[config.mk]
export PLATFORM = sky130hd
export DESIGN_NAME = qdr_burst_sram
export DESIGN_NICKNAME = d
export VERILOG_FILES = /design/src/rtl/qdr_pkg.sv /design/src/rtl/qdr_slot_timer.sv /design/src/rtl/qdr_wr_port.sv /design/src/rtl/qdr_array.sv /design/src/rtl/qdr_rd_port.sv /design/src/rtl/qdr_burst_sram.sv
export SDC_FILE = /design/constraint.sdc
export NUM_CORES = 1
export LEC_CHECK = 0
export ABC_AREA = 1
export BUFFER_PORTS_ARGS = -buffer_cell sky130_fd_sc_hd__buf_2
export CORE_MARGIN = 2
export CORE_UTILIZATION = 30
export CTS_CLUSTER_SIZE = 10
export DETAILED_ROUTE_END_ITERATION = 12
export GPL_TIMING_DRIVEN = 1
export PLACE_DENSITY_LB_ADDON = 0.15
export SETUP_SLACK_MARGIN = 0.15
export SLEW_MARGIN = 25
export SYNTH_ARGS = -nofsm -noshare
export SYNTH_HDL_FRONTEND = slang
export SYNTH_SLANG_ARGS = --single-unit
[constraint.sdc]
create_clock -name clk -period 9.75 [get_ports clk]
set_clock_uncertainty 0.05 [all_clocks]
set_input_delay 1.95 -clock clk [delete_from_list [all_inputs] [get_ports clk]]
set_output_delay 1.95 -clock clk [all_outputs]
set_load 0.01 [all_outputs]
[src/rtl/qdr_pkg.sv]
package qdr_pkg;
   localparam int WORDS  = 4;
   localparam int WIDX_W = 2;

   typedef enum logic [1:0] {
      SL_RCMD = 2'd0,
      SL_B1   = 2'd1,
      SL_WCMD = 2'd2,
      SL_B3   = 2'd3
   } slot_e;
endpackage

[src/rtl/qdr_slot_timer.sv]
module qdr_slot_timer
   import qdr_pkg::*;
(
   input  logic  clk,
   input  logic  rst_n,
   output slot_e slot
);
   logic [WIDX_W-1:0] cnt;

   always_ff @(posedge clk or negedge rst_n) begin
      if (!rst_n) cnt <= '0;
      else        cnt <= cnt + 1'b1;
   end

   assign slot = slot_e'(cnt);

   // the frame position advances by exactly one every beat
   p_slot_step_r2: assert property (@(posedge clk) disable iff (!rst_n)
      1'b1 |=> (cnt == $past(cnt) + 2'd1));
endmodule

[src/rtl/qdr_wr_port.sv]
module qdr_wr_port
   import qdr_pkg::*;
#(
   parameter int DW = 18,
   parameter int AW = 4
)(
   input  logic                      clk,
   input  logic                      rst_n,
   input  slot_e                     slot,
   input  logic                      wr_sel_n,
   input  logic [AW-1:0]             addr,
   input  logic [DW-1:0]             wdata,
   output logic                      busy,
   output logic [AW-1:0]             waddr,
   output logic [WORDS-1:0][DW-1:0]  row,
   output logic                      commit
);
   logic [WORDS-2:0][DW-1:0] cap;
   logic [WIDX_W-1:0]        widx;

   // beat after the write command carries word 0
   assign widx = WIDX_W'(slot) + 2'd1;

   always_ff @(posedge clk or negedge rst_n) begin
      if (!rst_n) begin
         busy  <= 1'b0;
         waddr <= '0;
         cap   <= '0;
      end else if (slot == SL_WCMD) begin
         busy  <= ~wr_sel_n;
         waddr <= addr;
      end else if (busy) begin
         cap[widx] <= wdata;
      end
   end

   // last word goes straight from the pins into the committed row
   generate
      for (genvar k = 0; k < WORDS - 1; k++) begin : g_row
         assign row[k] = cap[k];
      end
   endgenerate
   assign row[WORDS-1] = wdata;
   assign commit       = busy && (slot == SL_WCMD);

   p_busy_from_sel_r5: assert property (@(posedge clk) disable iff (!rst_n)
      (slot == SL_WCMD) |=> (busy == !$past(wr_sel_n)));
endmodule

[src/rtl/qdr_array.sv]
module qdr_array
   import qdr_pkg::*;
#(
   parameter int DW    = 18,
   parameter int DEPTH = 16,
   localparam int AW   = $clog2(DEPTH)
)(
   input  logic                      clk,
   input  logic                      we,
   input  logic [AW-1:0]             waddr,
   input  logic [WORDS-1:0][DW-1:0]  wrow,
   input  logic [AW-1:0]             raddr,
   output logic [WORDS-1:0][DW-1:0]  rrow
);
   logic [DW-1:0] mem [DEPTH*WORDS];

   generate
      for (genvar k = 0; k < WORDS; k++) begin : g_word
         always_ff @(posedge clk) begin
            if (we) mem[{waddr, WIDX_W'(k)}] <= wrow[k];
         end
         assign rrow[k] = mem[{raddr, WIDX_W'(k)}];
      end
   endgenerate
endmodule

[src/rtl/qdr_rd_port.sv]
module qdr_rd_port
   import qdr_pkg::*;
#(
   parameter int DW = 18,
   parameter int AW = 4
)(
   input  logic                      clk,
   input  logic                      rst_n,
   input  slot_e                     slot,
   input  logic                      rd_sel_n,
   input  logic [AW-1:0]             addr,
   input  logic                      wr_busy,
   input  logic [AW-1:0]             wr_addr,
   input  logic [WORDS-1:0][DW-1:0]  wr_row,
   input  logic [WORDS-1:0][DW-1:0]  arr_row,
   output logic [AW-1:0]             raddr,
   output logic [DW-1:0]             rdata,
   output logic                      rvalid
);
   logic                      rq_v, snap_v, hit;
   logic [WORDS-1:0][DW-1:0]  merged, snap;
   logic [WORDS-2:0][DW-1:0]  sh;

   assign raddr = raddr_q;
   logic [AW-1:0] raddr_q;

   // the write completing on this beat overrides the stale array row
   assign hit = wr_busy && (wr_addr == raddr_q);
   generate
      for (genvar k = 0; k < WORDS; k++) begin : g_fwd
         assign merged[k] = hit ? wr_row[k] : arr_row[k];
      end
   endgenerate

   always_ff @(posedge clk or negedge rst_n) begin
      if (!rst_n) begin
         rq_v    <= 1'b0;
         raddr_q <= '0;
         snap_v  <= 1'b0;
         snap    <= '0;
         sh      <= '0;
         rdata   <= '0;
         rvalid  <= 1'b0;
      end else begin
         if (slot == SL_RCMD) begin
            rq_v    <= ~rd_sel_n;
            raddr_q <= addr;
         end
         if (slot == SL_WCMD) begin
            snap_v <= rq_v;
            snap   <= merged;
         end
         if (slot == SL_RCMD) begin
            rvalid <= snap_v;
            rdata  <= snap_v ? snap[0] : '0;
            sh     <= {snap[3], snap[2], snap[1]};
         end else begin
            rdata  <= rvalid ? sh[0] : '0;
            sh     <= {{DW{1'b0}}, sh[2], sh[1]};
         end
      end
   end

   p_launch_r3: assert property (@(posedge clk) disable iff (!rst_n)
      (slot == SL_RCMD && !rd_sel_n) |=> ##4 rvalid);
   p_nolaunch_r3: assert property (@(posedge clk) disable iff (!rst_n)
      (slot == SL_RCMD && rd_sel_n) |=> ##4 !rvalid);
   p_hold_r3: assert property (@(posedge clk) disable iff (!rst_n)
      (slot != SL_RCMD) |=> (rvalid == $past(rvalid)));
   p_idle_zero_r4: assert property (@(posedge clk) disable iff (!rst_n)
      !rvalid |-> (rdata == '0));
endmodule

[src/rtl/qdr_burst_sram.sv]
module qdr_burst_sram
   import qdr_pkg::*;
#(
   parameter int DW    = 18,
   parameter int DEPTH = 16,
   localparam int AW   = $clog2(DEPTH)
)(
   input  logic          clk,
   input  logic          rst_n,
   input  logic          rd_sel_n,
   input  logic          wr_sel_n,
   input  logic [AW-1:0] addr,
   input  logic [DW-1:0] wdata,
   output logic [DW-1:0] rdata,
   output logic          rvalid,
   output logic [1:0]    beat_slot
);
   if (!(DW == 8 || DW == 9 || DW == 18 || DW == 36)) begin : g_bad_dw
      $error("qdr_burst_sram: DW must be 8, 9, 18 or 36");
   end
   if (DEPTH < 2 || (DEPTH & (DEPTH - 1)) != 0) begin : g_bad_depth
      $error("qdr_burst_sram: DEPTH must be a power of two, at least 2");
   end

   slot_e                     slot;
   logic                      wr_busy, commit;
   logic [AW-1:0]             wr_addr, raddr;
   logic [WORDS-1:0][DW-1:0]  wr_row, arr_row;

   qdr_slot_timer u_timer (
      .clk   (clk),
      .rst_n (rst_n),
      .slot  (slot)
   );

   qdr_wr_port #(.DW(DW), .AW(AW)) u_wr (
      .clk      (clk),
      .rst_n    (rst_n),
      .slot     (slot),
      .wr_sel_n (wr_sel_n),
      .addr     (addr),
      .wdata    (wdata),
      .busy     (wr_busy),
      .waddr    (wr_addr),
      .row      (wr_row),
      .commit   (commit)
   );

   qdr_array #(.DW(DW), .DEPTH(DEPTH)) u_array (
      .clk   (clk),
      .we    (commit),
      .waddr (wr_addr),
      .wrow  (wr_row),
      .raddr (raddr),
      .rrow  (arr_row)
   );

   qdr_rd_port #(.DW(DW), .AW(AW)) u_rd (
      .clk      (clk),
      .rst_n    (rst_n),
      .slot     (slot),
      .rd_sel_n (rd_sel_n),
      .addr     (addr),
      .wr_busy  (wr_busy),
      .wr_addr  (wr_addr),
      .wr_row   (wr_row),
      .arr_row  (arr_row),
      .raddr    (raddr),
      .rdata    (rdata),
      .rvalid   (rvalid)
   );

   assign beat_slot = 2'(slot);
endmodule

==> impl_metrics.yaml <==
floorplanning:
  start_util: 0.303
  die_h_um: 443
  rows: 160
  pin_count: 47
  die_w_um: 443
  fp.dieArea_um2: 196000
  core_um2: 191000
synthesis:
  synth-async-reset-ratio: 0.155
  synth.avg_cell_area_um2: 10.4
  ys_types: 23
  yosysMostFrequentCell: "nand2_1"
  yosysWarnings: 0
  postSynthCellCount: 5527
  synth_top_family_by_area: "simple AND/OR/NAND/NOR gates"
  synth.mux.area_fraction: 0
  synth_area_leaders: "edfxtp_1 60%, nand2_1 14%, dfrtp_1 9.2%, nand3_1 7.0%, inv_1 4.5%"
  synth_area_um2: 57700
  ys_ff_latch: 1364
  yosysSeqAreaShare: 0.692
  synth_nets: 5558
  synth_compound_area_frac: 0.0120
  synth_xor_area_frac: 0.000152
  synth_fa_ha_area_frac: 0.00108
  yosys.area.top_type: "edfxtp_1"
  ys.flop_type: "edfxtp_1"
  synth_common_cells: "2167 x nand2_1, 1152 x edfxtp_1, 803 x nand3_1, 693 x inv_1, 212 x dfrtp_1"
  synthSimpleGateAreaFrac: 0.218
  synth.top_cell.area_share: 0.600
  synth_edf_count: 1152
worst_setup_path:
  arrival_ns: 4.78
  crit_start: "u_rd.raddr[0]"
  cp.required_ns: 10.37
  r2r_start: "u_rd.raddr[0]"
  cp_max_fo: 84
  setup.worst_path.start_class: "flip-flop"
  crit_type: "flip-flop to flip-flop"
  end_kind: "flip-flop"
place:
  place_congestion: 0.739
  placed_cells: 7861
  hpwl_mm: 87.2
  port_buffers: 46
timing:
  hold_slack_ns: 0.385
  layout_worst_path_cycle_share: 0.427
  setup_viol_count_final: 0
  slew_headroom: 0.272
  hold_violations: 0
  fmax_mhz: 240
  fin_setup_tns_ns: 0
  slew_violations: 0
  rsz0062_at_grt: "no"
  min_period_ns: 4.16
  worst_pin_slew_ns: 1.09
route:
  drt_iter0_markers: 3084
  vias: 37800
  postRouteAntennaNets: 0
  routedWlPerCell_um: 22.1
  wl_mm: 180
  post-route-drc-count: 0
  viasPerCell: 4.64
  first_pass_iters: 7
grt:
  use_met2: 0.312
  grt_usage: 0.183
  antenna_found_initial: 4
  top_usage_layer: "met2"
  met1_usage: 0.247
  grtUsageMet3: 0.0224
  grt_start_max_net_pins: 129
  grt_pass1_vias: 37200
  grt-ovfl-total: 0
  grt_pass1_wl_mm: 265
final_layout:
  nets: 5542
  area_growth_pct: 12.3
  drive_above_1_share: 0.0654
  fin_util: 0.340
  fin_cells: 8153
cts:
  cts_buffer_depth: 3
  cts_max_level: 4
  holdBufCountCts: 0
  cts_made_buffers: 159
  clkLatencyLatePin_ns: 0.79
  cts_sinks: 1364
  cts_root_buf: "clkbuf_16"
  postCtsSetupBuffers: 0
  clk_pin_slew_ns: 0.06
  tritoncts: "done"
  cts_resized: 0
power:
  design_power_total_uw: 12800
  irDropWorstVdd_uv: 164
  power_density_nw_per_um2: 198
  p_leak_uw: 0.0277
hold_path:
  min-delay-path-class: "flip-flop to flip-flop"
  hp-start: "u_rd.sh[52]"
run:
  cap_violations: 0
status:
  status: "finished clean"
-- registers in the layout (all words and copies together), names as in the netlist --
name          flops
u_rd.rvalid       1
u_rd.sh          54
u_wr.row         54
u_timer.slot      2
u_wr.waddr        4
u_rd.raddr        4
u_rd.rq_v         1
u_array.mem    1152
u_rd.rdata       18
u_rd.snap        72
u_wr.busy         1
u_rd.snap_v       1
-- final timing paths --
kind | endpoint | slack [ns] | cells past startpoint
setup reg to reg | u_rd.snap[21] | 5.59 | 10
min in group asynchronous | u_rd.rdata[17] | 1.18 | 1
max in group asynchronous | u_rd.raddr[2] | 7.02 | 2
hold reg to reg | u_rd.sh[34] | 0.38 | 2
hold / removal | u_rd.sh[34] | 0.38 | 2
setup / recovery | u_rd.snap[21] | 5.59 | 10
-- layout by cell type (no fill, tap or decap), drive strengths merged --
cell type / Yosys / final
nand2: 2168 / 2168
edfxtp: 1152 / 1152
nand3: 836 / 836
inv: 695 / 700
clkbuf: 53 / 281
dfrtp: 212 / 212
o21ai: 138 / 138
buf: 247 / 123
nor2: 18 / 18
clkinv: 2 / 6
ha: 5 / 5
diode: 0 / 1
xor2: 1 / 1
bufinv: 0 / 1
-- kinds of logic (layout without fill, tap and decap cells) --
group                    Yosys count  after routing
XOR/XNOR                           1              1
other                              0              1
AND/OR/NAND/NOR                 3022           3022
AO/OA/AOI/OAI                    138            138
flip-flops                      1364           1364
adder cells (fa/ha/maj)            5              5
buffers and inverters            997           1111
-- report_power, final --
part / internal, µW / total [µW] / switching [µW]
logic: 164 / 604 / 440
clock network: 3220 / 5580 / 2360
registers: 6470 / 6630 / 164
-- metal layers --
| layer | share of wire | wire length [µm] |
|---|---|---|
| met2 | 0.49 | 88300 |
| met5 | 0.000072 | 13 |
| met1 | 0.45 | 81800 |
| met4 | 0.020 | 3560 |
| met3 | 0.038 | 6800 |
-- area by class of cell --
| type | instances | area, µm² |
|---|---|---|
| Inverter | 697 | 2650 |
| Fill cell | 19300 | 126000 |
| Clock buffer | 281 | 4640 |
| Antenna cell | 1 | 2.50 |
| Tap cell | 2511 | 3140 |
| Clock inverter | 10 | 104 |
| Sequential cell | 1364 | 39900 |
| Multi-Input combinational cell | 3166 | 13500 |
| Timing Repair Buffer | 123 | 883 |
-- critical path: stages (launching register included) --
cell and delay, ns:
dfrtp_4 0.75, buf_4 0.77, buf_4 0.79, buf_4 0.86, nand2_1 0.15, nand3_1 0.12, nand3_1 0.09, nand3_1 0.11
nand3_1 0.08, nand2_1 0.09, nand2_1 0.05
-- stage by stage --
stage	cell area, µm²	worst slack, ns
after detailed placement	60100	5.57
after global placement	60000	5.60
final	64800	5.59
after global routing	64800	5.22
after floorplan	57700	5.22
after CTS	64800	5.55
(Power assumes the default switching activity.)
